$ cat src/rtl/ctl_guard_pkg.sv
// Package: shared field positions and the enable-bit write codes for the
// guarded control register. Assumes an 8-bit register byte.
package ctl_guard_pkg;

    // Stored (nonvolatile) field group: watchdog select over protection code.
    typedef struct packed {
        logic [1:0] wd;
        logic [2:0] bp;
    } nv_fields_t;

    localparam int NV_W = $bits(nv_fields_t);

    // Meaning of data bits 2:1 in a register write.
    typedef enum logic [1:0] {
        EN_CLEAR  = 2'b00,
        EN_SET    = 2'b01,
        EN_BAD    = 2'b10,
        EN_UNLOCK = 2'b11
    } en_code_t;

    // Assemble the visible register byte.
    function automatic logic [7:0] pack_ctl(nv_fields_t nv, logic rwel, logic wel);
        return {nv.wd, nv.bp, rwel, wel, 1'b0};
    endfunction

endpackage

$ cat src/rtl/ctl_guard_bpcmp.sv
// Module: decides whether an array byte address lies in the protected region.
// Pages are counted from the top of the array. Assumes at least 8 pages.
module ctl_guard_bpcmp #(
    parameter int ARR_AW = 11,
    parameter int PAGE_W = 6
) (
    input  logic [2:0]        bp_i,
    input  logic [ARR_AW-1:0] addr_i,
    output logic              prot_o
);
    localparam int PG_W   = ARR_AW - PAGE_W;
    localparam int NPG    = 1 << PG_W;
    localparam int SPAN_W = PG_W + 1;
    localparam logic [SPAN_W-1:0] NPG_V = SPAN_W'(NPG);

    logic [SPAN_W-1:0] span;
    logic [SPAN_W-1:0] page;

    // Translate the protection code into a page count.
    always_comb begin
        unique case (bp_i)
            3'd0:    span = '0;
            3'd1:    span = SPAN_W'(1);
            3'd2:    span = SPAN_W'(2);
            3'd3:    span = SPAN_W'(4);
            3'd4:    span = SPAN_W'(8);
            default: span = NPG_V;
        endcase
        if (span > NPG_V) span = NPG_V;
    end

    // Compare the page number against the lowest protected page.
    always_comb begin
        page   = {1'b0, addr_i[ARR_AW-1:PAGE_W]};
        prot_o = (span != '0) && (page >= (NPG_V - span));
    end

endmodule

$ cat src/rtl/ctl_guard_latch.sv
// Module: holds the write-enable flag, the unlock flag and the stored
// fields, and issues the programming strobe. Assumes requests last one cycle
// and that the register/array decode arrives already made.
module ctl_guard_latch
    import ctl_guard_pkg::*;
#(
    parameter logic [NV_W-1:0] NV_INIT = '0
) (
    input  logic       clk,
    input  logic       rst_n,
    input  logic       wr_req_i,
    input  logic       is_reg_i,
    input  logic [7:1] wdata_i,
    input  logic       wp_i,
    input  logic       prot_i,
    output logic       wel_o,
    output logic       rwel_o,
    output nv_fields_t nv_o,
    output logic       nv_start_o
);
    logic       wel_q, wel_d;
    logic       rwel_q, rwel_d;
    nv_fields_t nv_q, nv_d;
    logic       go_d, go_q;
    en_code_t   code;

    // Next-state decode of a register or array write request.
    always_comb begin
        wel_d  = wel_q;
        rwel_d = rwel_q;
        nv_d   = nv_q;
        go_d   = 1'b0;
        code   = en_code_t'(wdata_i[2:1]);
        if (wr_req_i && is_reg_i) begin
            unique case (code)
                EN_CLEAR: begin
                    wel_d  = 1'b0;
                    rwel_d = 1'b0;
                end
                EN_SET: begin
                    if (rwel_q) begin
                        if (!wp_i) begin
                            nv_d   = nv_fields_t'(wdata_i[7:3]);
                            go_d   = 1'b1;
                            rwel_d = 1'b0;
                        end
                    end else begin
                        wel_d = 1'b1;
                    end
                end
                EN_UNLOCK: begin
                    if (wel_q) rwel_d = 1'b1;
                end
                default: ;
            endcase
        end else if (wr_req_i && prot_i) begin
            rwel_d = 1'b0;
        end
    end

    // State registers with synchronous reset to the power-up values.
    always_ff @(posedge clk) begin
        if (!rst_n) begin
            wel_q  <= 1'b0;
            rwel_q <= 1'b0;
            nv_q   <= nv_fields_t'(NV_INIT);
            go_q   <= 1'b0;
        end else begin
            wel_q  <= wel_d;
            rwel_q <= rwel_d;
            nv_q   <= nv_d;
            go_q   <= go_d;
        end
    end

    assign wel_o      = wel_q;
    assign rwel_o     = rwel_q;
    assign nv_o       = nv_q;
    assign nv_start_o = go_q;

    // a programming strobe needs an unlock that was pending one edge back.
    a_r4_strobe_needs_unlock: assert property (@(posedge clk) disable iff (!rst_n)
        go_q |-> $past(rwel_q));
    // the unlock flag is gone in the strobe cycle.
    a_r4_strobe_clears_unlock: assert property (@(posedge clk) disable iff (!rst_n)
        go_q |-> !rwel_q);
    // stored fields only move together with a strobe.
    a_r3_fields_hold: assert property (@(posedge clk) disable iff (!rst_n)
        !go_q |-> $stable(nv_q));
    // no strobe follows a request made with the pin high.
    a_r5_pin_blocks: assert property (@(posedge clk) disable iff (!rst_n)
        go_q |-> !$past(wp_i));
    // the unlock flag never stands without write-enable.
    a_r3_unlock_needs_wel: assert property (@(posedge clk) disable iff (!rst_n)
        rwel_q |-> wel_q);

endmodule

$ cat src/rtl/ctl_guard_rdport.sv
// Module: answers a register read with one byte in the following cycle.
// Assumes read requests last one cycle; each returns a single byte.
module ctl_guard_rdport (
    input  logic       clk,
    input  logic       rst_n,
    input  logic       rd_req_i,
    input  logic       is_reg_i,
    input  logic [7:0] ctl_i,
    output logic       rd_valid_o,
    output logic [7:0] rd_data_o
);
    logic       vld_q;
    logic [7:0] dat_q;

    // Capture the register byte on a register read.
    always_ff @(posedge clk) begin
        if (!rst_n) begin
            vld_q <= 1'b0;
            dat_q <= '0;
        end else begin
            vld_q <= rd_req_i && is_reg_i;
            if (rd_req_i && is_reg_i) dat_q <= ctl_i;
        end
    end

    assign rd_valid_o = vld_q;
    assign rd_data_o  = dat_q;

    // valid only follows a register read request.
    a_r9_valid_from_req: assert property (@(posedge clk) disable iff (!rst_n)
        vld_q |-> $past(rd_req_i && is_reg_i));
    // valid data equals the byte seen at the request edge.
    a_r9_data_matches: assert property (@(posedge clk) disable iff (!rst_n)
        vld_q |-> (dat_q == $past(ctl_i)));

endmodule

$ cat src/rtl/ctl_guard_reg.sv
// Module: top of the guarded control register. Decodes the reserved address,
// wires the flag/field latch, the protection compare and the read port.
// Assumes the bus engine issues at most one one-cycle request per cycle.
module ctl_guard_reg
    import ctl_guard_pkg::*;
#(
    parameter int ADDR_W = 16,
    parameter int ARR_AW = 11,
    parameter int PAGE_W = 6,
    parameter logic [NV_W-1:0] NV_INIT = '0
) (
    input  logic              clk,
    input  logic              rst_n,
    input  logic              wr_req_i,
    input  logic              rd_req_i,
    input  logic [ADDR_W-1:0] addr_i,
    input  logic [7:0]        wdata_i,
    input  logic              wp_i,
    output logic [7:0]        ctl_o,
    output logic [1:0]        wd_sel_o,
    output logic              arr_wr_ok_o,
    output logic              nv_start_o,
    output logic              rd_valid_o,
    output logic [7:0]        rd_data_o
);
    localparam logic [ADDR_W-1:0] REG_ADDR = {ADDR_W{1'b1}};

    logic       is_reg;
    logic       prot;
    logic       wel, rwel;
    nv_fields_t nv;
    logic       unused_bits;

    assign is_reg      = (addr_i == REG_ADDR);
    assign unused_bits = wdata_i[0];

    ctl_guard_bpcmp #(.ARR_AW(ARR_AW), .PAGE_W(PAGE_W)) u_bpcmp (
        .bp_i   (nv.bp),
        .addr_i (addr_i[ARR_AW-1:0]),
        .prot_o (prot)
    );

    ctl_guard_latch #(.NV_INIT(NV_INIT)) u_latch (
        .clk        (clk),
        .rst_n      (rst_n),
        .wr_req_i   (wr_req_i),
        .is_reg_i   (is_reg),
        .wdata_i    (wdata_i[7:1]),
        .wp_i       (wp_i),
        .prot_i     (prot),
        .wel_o      (wel),
        .rwel_o     (rwel),
        .nv_o       (nv),
        .nv_start_o (nv_start_o)
    );

    ctl_guard_rdport u_rdport (
        .clk        (clk),
        .rst_n      (rst_n),
        .rd_req_i   (rd_req_i),
        .is_reg_i   (is_reg),
        .ctl_i      (ctl_o),
        .rd_valid_o (rd_valid_o),
        .rd_data_o  (rd_data_o)
    );

    assign ctl_o       = pack_ctl(nv, rwel, wel);
    assign wd_sel_o    = nv.wd;
    assign arr_wr_ok_o = wel && !prot;

    // a protected array write request cancels any pending unlock.
    a_r8_prot_cancels: assert property (@(posedge clk) disable iff (!rst_n)
        (wr_req_i && !is_reg && prot) |=> !rwel);
    // array writes are never allowed without write-enable.
    a_r7_needs_wel: assert property (@(posedge clk) disable iff (!rst_n)
        !wel |-> !arr_wr_ok_o);
    // enable-only writes never start programming.
    a_r3_no_strobe_on_flags: assert property (@(posedge clk) disable iff (!rst_n)
        (wr_req_i && is_reg && !rwel) |=> !nv_start_o);

endmodule

$ cat config.mk
export PLATFORM = sky130hd
export DESIGN_NAME = ctl_guard_reg
export DESIGN_NICKNAME = d
export VERILOG_FILES = /design/src/rtl/ctl_guard_pkg.sv /design/src/rtl/ctl_guard_bpcmp.sv /design/src/rtl/ctl_guard_latch.sv /design/src/rtl/ctl_guard_rdport.sv /design/src/rtl/ctl_guard_reg.sv
export SDC_FILE = /design/constraint.sdc
export NUM_CORES = 1
export LEC_CHECK = 0
export ABC_AREA = 1
export BUFFER_PORTS_ARGS = -buffer_cell sky130_fd_sc_hd__buf_2
export CAP_MARGIN = 20
export CORE_UTILIZATION = 47
export CTS_CLUSTER_SIZE = 14
export DETAILED_ROUTE_END_ITERATION = 10
export PLACE_DENSITY = 0.94
export SYNTH_ARGS = -nofsm -noshare
export SYNTH_HDL_FRONTEND = slang
export SYNTH_SLANG_ARGS = --single-unit
$ cat constraint.sdc
create_clock -name clk -period 3 [get_ports clk]
set_clock_uncertainty 0.05 [all_clocks]
set_input_delay 0.3 -clock clk [delete_from_list [all_inputs] [get_ports clk]]
set_output_delay 0.3 -clock clk [all_outputs]
set_load 0.005 [all_outputs]
Word level (Yosys, flattened, before mapping)

Cells that the tools add are included.

Add/sub/neg operators: 1
Order comparisons: 2
Eq/ne operators: 10
Multiplexer cells: 11
Bitwise logic cells: 1
Reduce and logical (&&, ||, !) cells: 15

Operator list:

| cell                                                   | number |
|---|---|
| case mux 6 bit (5 select lines)                        | 1 |
| equality test 16 bit (second input constant)           | 1 |
| AND reduction 4 bit                                    | 2 |
| two-way mux 1 bit                                      | 7 |
| equality test 3 x 2 -> 1 bit (second input constant)   | 2 |
| >= comparator 5 x 6 -> 1 bit                           | 1 |
| greater-than comparator 6 bit (second input constant)  | 1 |
| two-way mux 6 bit                                      | 1 |
| AND reduction 3 bit                                    | 2 |
| nonzero test 6 bit                                     | 1 |
| subtractor 6 bit (first input constant)                | 1 |
| logical AND 1 bit                                      | 5 |
| inequality test 4 bit (second input constant)          | 1 |
| nonzero test 2 bit                                     | 2 |
| equality test 3 x 1 -> 1 bit (second input constant)   | 1 |
| equality test 3 bit (second input constant)            | 1 |
| zero test 3 bit                                        | 1 |
| inequality test 3 x 2 -> 1 bit (second input constant) | 1 |
| case mux 1 bit (3 select lines)                        | 1 |
| equality test 2 x 1 -> 1 bit (second input constant)   | 1 |
| equality test 2 bit (second input constant)            | 1 |
| zero test 2 bit                                        | 1 |
| inequality test 2 bit (second input constant)          | 1 |
| case mux 1 bit (2 select lines)                        | 1 |
| 2 further kinds                                        | 2 |

Register bits after elaboration: 16
Input bits: 29
Output and inout bits: 21
Logic and storage cells: 47

Depth between registers and ports, before layout

Depth in word-level cells: 10
Gate-level depth with buffers: 15
Gate-level depth less buffers: 15

Hierarchy

From an unflattened synthesis, not the netlist that was laid out.

Cells, all modules: 173
Area total of the unflattened synthesis: 1078.5 um2

By module, submodules not included:

| module           | times used | cells each | area an instance (um2) |
|---|---|---|---|
| ctl_guard_latch  | 1          | 56         | 380.4 |
| ctl_guard_rdport | 1          | 54         | 369.1 |
| ctl_guard_bpcmp  | 1          | 40         | 224.0 |
| ctl_guard_reg    | 1          | 23         | 105.1 |

Worst setup path after synthesis

Ideal clock, no wire load.

Path kind: reg-to-output
From: reg u_latch.nv_q (netlist bit u_latch.nv_o[0])
To: out arr_wr_ok_o
Arrival: 1745 ps
Slack: 905 ps
Stages on the path, launching flop included: 11
Buffers on the path: 0
Cells stage by stage: dfxtp_1 -> inv_1 -> nor3_1 -> inv_1 -> ha_1 -> xnor2_1 -> ha_1 -> and3_1 -> nand2_1 -> nand2_1 -> a21oi_1

Longest elaborated chain between the ends: 9

Ends and longest elaborated chain:

| what                                              | RTL line              | RTL |
|---|---|---|
| start, declared                                   | ctl_guard_latch.sv:23 | `nv_fields_t nv_q, nv_d;` |
| start signal, assigned                            | ctl_guard_latch.sv:66 | `nv_q <= nv_fields_t'(NV_INIT);` |
| start signal, assigned                            | ctl_guard_latch.sv:71 | `nv_q <= nv_d;` |
| equality test 3 bit, or another cell as far along | ctl_guard_bpcmp.sv:21 | `unique case (bp_i)` |
| case mux 6 bit (5 select lines) *                 | ctl_guard_bpcmp.sv:21 |  |
| greater-than comparator 6 bit                     | ctl_guard_bpcmp.sv:29 | `if (span > NPG_V) span = NPG_V;` |
| two-way mux 6 bit *                               | ctl_guard_bpcmp.sv:29 |  |
| subtractor 6 bit                                  | ctl_guard_bpcmp.sv:35 | `prot_o = (span != '0) && (page >= (NPG_V - span));` |
| >= comparator 5 x 6 -> 1 bit                      | ctl_guard_bpcmp.sv:35 |  |
| logical AND 1 bit *                               | ctl_guard_bpcmp.sv:35 |  |
| zero test 1 bit *                                 | ctl_guard_reg.sv:69   | `assign arr_wr_ok_o = wel && !prot;` |
| logical AND 1 bit *                               | ctl_guard_reg.sv:69   |  |
| end, declared                                     | ctl_guard_reg.sv:21   | `output logic arr_wr_ok_o,` |

Mark *: on every way between the ends. The rest lies on a longest branch, timed or not.

Worst setup path in the final report

Ends and elaborated chain as after synthesis.

==> out/results.txt <==
status: complete, no violations
buffers added on ports: 46
pwr dens: 312 nW/µm²
Hold WS: 0.168 ns
total global routing overflow: 0
Num CTS Buffers: 3
syn avg cell area: 7.06 µm²
final cell count without fillers: 199
Seq pwr share: 0.590
Seq/Total Area, Yosys: 0.344
clock power share: 0.307
I/O Pins: 50
min-delay worst type: in2reg
Logic pwr share: 0.103
hold depth: 2
Die W: 46.5 µm
fin nets: 211
Ys Warns: 0
Final Util: 0.646
max_cap viols: 0
Yosys top cell area share: 0.344
Seq cells post-synth: 16
diode count: 0
crit start category: flop
H-tree depth: 1
Clock Latency Late Sink: 0.28 ns
TNS Setup: 0 ns
hold endpoint: u_latch.nv_o[0]
antenna violations before repair: 0
number of flops mapped to enable cells by yosys: 0
crit path max fanout: 5
Max Freq: 383 MHz
Vias/cell: 4.73
fraction of layout cells with a size suffix above 1: 0.305
Tcrit/Tclk final: 0.871
Routed WL: 1990 µm
P&R area growth vs syn: 23.6%
Clk Tree Root Cell: clkbuf_4
Worst EP required: 2.65 ns
DP HPWL: 1620 µm
Post-CTS Hold Buffers: 0
asr flop ratio synth: 0
number of distinct library cells after synthesis: 21
CTS tree: done
CP Capture Type: primary output
vias in the first global route: 812
Critical Path AT: 2.26 ns
Core ar.: 1780 µm²
Setup CP Type: reg2out
RSZ-0062 raised after global routing: no
drt drc: 0
Post-CTS Resized: 0
reg-to-reg endpoint: u_latch.rwel_o
Cells after Synth: 132
Tmin final: 2.61 ns
Die Ht: 46.5 µm
post-route ant nets: 0
largest area contributor in the netlist: dfxtp_1
Fin. Hold Viols: 0
switch share: 0.228
starting density of the core: 0.523
reg2reg start: u_latch.nv_o[0]
Power Internal: 0.278 mW
largest net degree at the start of global routing: 14
setup violators final: 0
standby leakage power: 0.620 nW
Rows: 15
clock slew at reported path FFs: 0.08 ns
Via Count: 941
Mapped Area: 932 µm²
Total Routing Usage GR: 0.208
most numerous cell in the Yosys netlist: nand2_1
Slew Viols, Final: 0
Worst R2R Path Depth: 14
Hold Path Origin: wdata_i[3]
commonest cells in the netlist: nand2_1 (31), a21oi_1 (17), dfxtp_1 (16), inv_1 (16), nor2_1 (12)
clock buffer depth: 2
Synth area leaders: dfxtp_1 (34%), nand2_1 (12%), a21oi_1 (9.1%)
cell count after placement: 196
wire per inst: 9.98 µm
Layout fillers: 156
top_reg_cell synth: dfxtp_1
die area: 2170 µm²
Pre-antenna DRT Iters: 4
NetSw: 0.0818 mW
first-pass GRT wire length: 3130 µm
clock sinks: 16
DRT iter0 DRCs: 15
routability cong.: 0.786
post-CTS setup buffer count: 0
worst IR drop on VDD: 0.372 mV
Worst R2R Setup Slack: 0.78 ns
## logic make-up (layout without fill, tap and decap cells)
family | count (synthesis) | after routing | share of synthesized area
AND/OR/NAND/NOR | 54 | 54 | 0.248
AO/OA/AOI/OAI | 29 | 29 | 0.172
buffers and inverters | 25 | 66 | 0.142
flip-flops | 16 | 16 | 0.344
adder cells (fa/ha/maj) | 6 | 6 | 0.0805
other | 1 | 2 | 0.00402
XOR/XNOR | 1 | 1 | 0.00940
## cell usage in the layout, fill, tap and decap left out
| master | instances |
|---|---|
| clkbuf_4 | 3 |
| conb_1 | 2 |
| nand4_1 | 1 |
| ha_1 | 6 |
| nand3_1 | 3 |
| clkinv_2 | 1 |
| o21a_1 | 5 |
| nor2_4 | 1 |
| inv_1 | 16 |
| dfxtp_1 | 16 |
| a21oi_1 | 17 |
| nor3_1 | 3 |
| xnor2_1 | 1 |
| nand2_1 | 31 |
| buf_2 | 46 |
| nand2_2 | 1 |
| o21ai_0 | 6 |
| nor2_1 | 12 |
| a21boi_0 | 1 |
| nand3_2 | 1 |
| and3_1 | 1 |
## layout make-up
type                            count  area [µm²]  share of cell area
Timing Repair Buffer               46         230               0.200
Inverter                           17        65.1              0.0565
Multi-Input combinational cell     92         483               0.419
Sequential cell                    16         320               0.278
Tap cell                           25        31.3              0.0271
Clock buffer                        3        22.5              0.0195
## how the worst max path moves through the flow
stage	startpoint	to	slack, ns
global placement	u_latch.nv_o[0]	arr_wr_ok_o	0.73
finish	u_latch.nv_o[0]	arr_wr_ok_o	0.39
CTS	u_latch.nv_o[0]	arr_wr_ok_o	0.38
global route	u_latch.nv_o[0]	arr_wr_ok_o	0.07
floorplan	u_latch.nv_o[0]	arr_wr_ok_o	0.90
detailed placement	u_latch.nv_o[0]	arr_wr_ok_o	0.70
## power groups by stage
stage | sequential, mW | combinational, mW | clock [mW]
global placement | 0.217 | 0.0348 | 0
finish | 0.212 | 0.0370 | 0.110
floorplan | 0.217 | 0.0156 | 0
global route | 0.212 | 0.0425 | 0.123
detailed placement | 0.217 | 0.0371 | 0
CTS | 0.212 | 0.0373 | 0.113
## routing by layer
layer	vias up	share of wire	GRT usage
met2	33	0.51	0.367
li1	499	-	-
met4	0	0.020	0.118
met1	404	0.42	0.222
met5	-	0	0
met3	5	0.051	0.0471
## stage by stage
step | setup WS (ns) | area (µm²) | power (mW)
after global placement | 0.735 | 1130 | 0.252
after floorplan | 0.905 | 936 | 0.233
after CTS | 0.379 | 1150 | 0.363
after global routing | 0.0660 | 1150 | 0.378
after detailed placement | 0.702 | 1130 | 0.254
final | 0.386 | 1150 | 0.359
## registers in the layout, summed over array words and instances, names as in the netlist
name	cells
u_latch.nv_o	5
u_latch.nv_start_o	1
u_latch.wel_o	1
u_rdport.rd_valid_o	1
u_latch.rwel_o	1
u_rdport.rd_data_o	7
## critical path, stage by stage, from the launching register on
cell and delay [ns]:
dfxtp_1 0.36, inv_1 0.10, nor3_1 0.28, inv_1 0.08, ha_1 0.23, nand2_1 0.10, nor2_1 0.05, ha_1 0.28
and3_1 0.14, nand2_1 0.06, nand2_1 0.06, a21oi_1 0.12, buf_2 0.13
(Power assumes the default switching activity.)
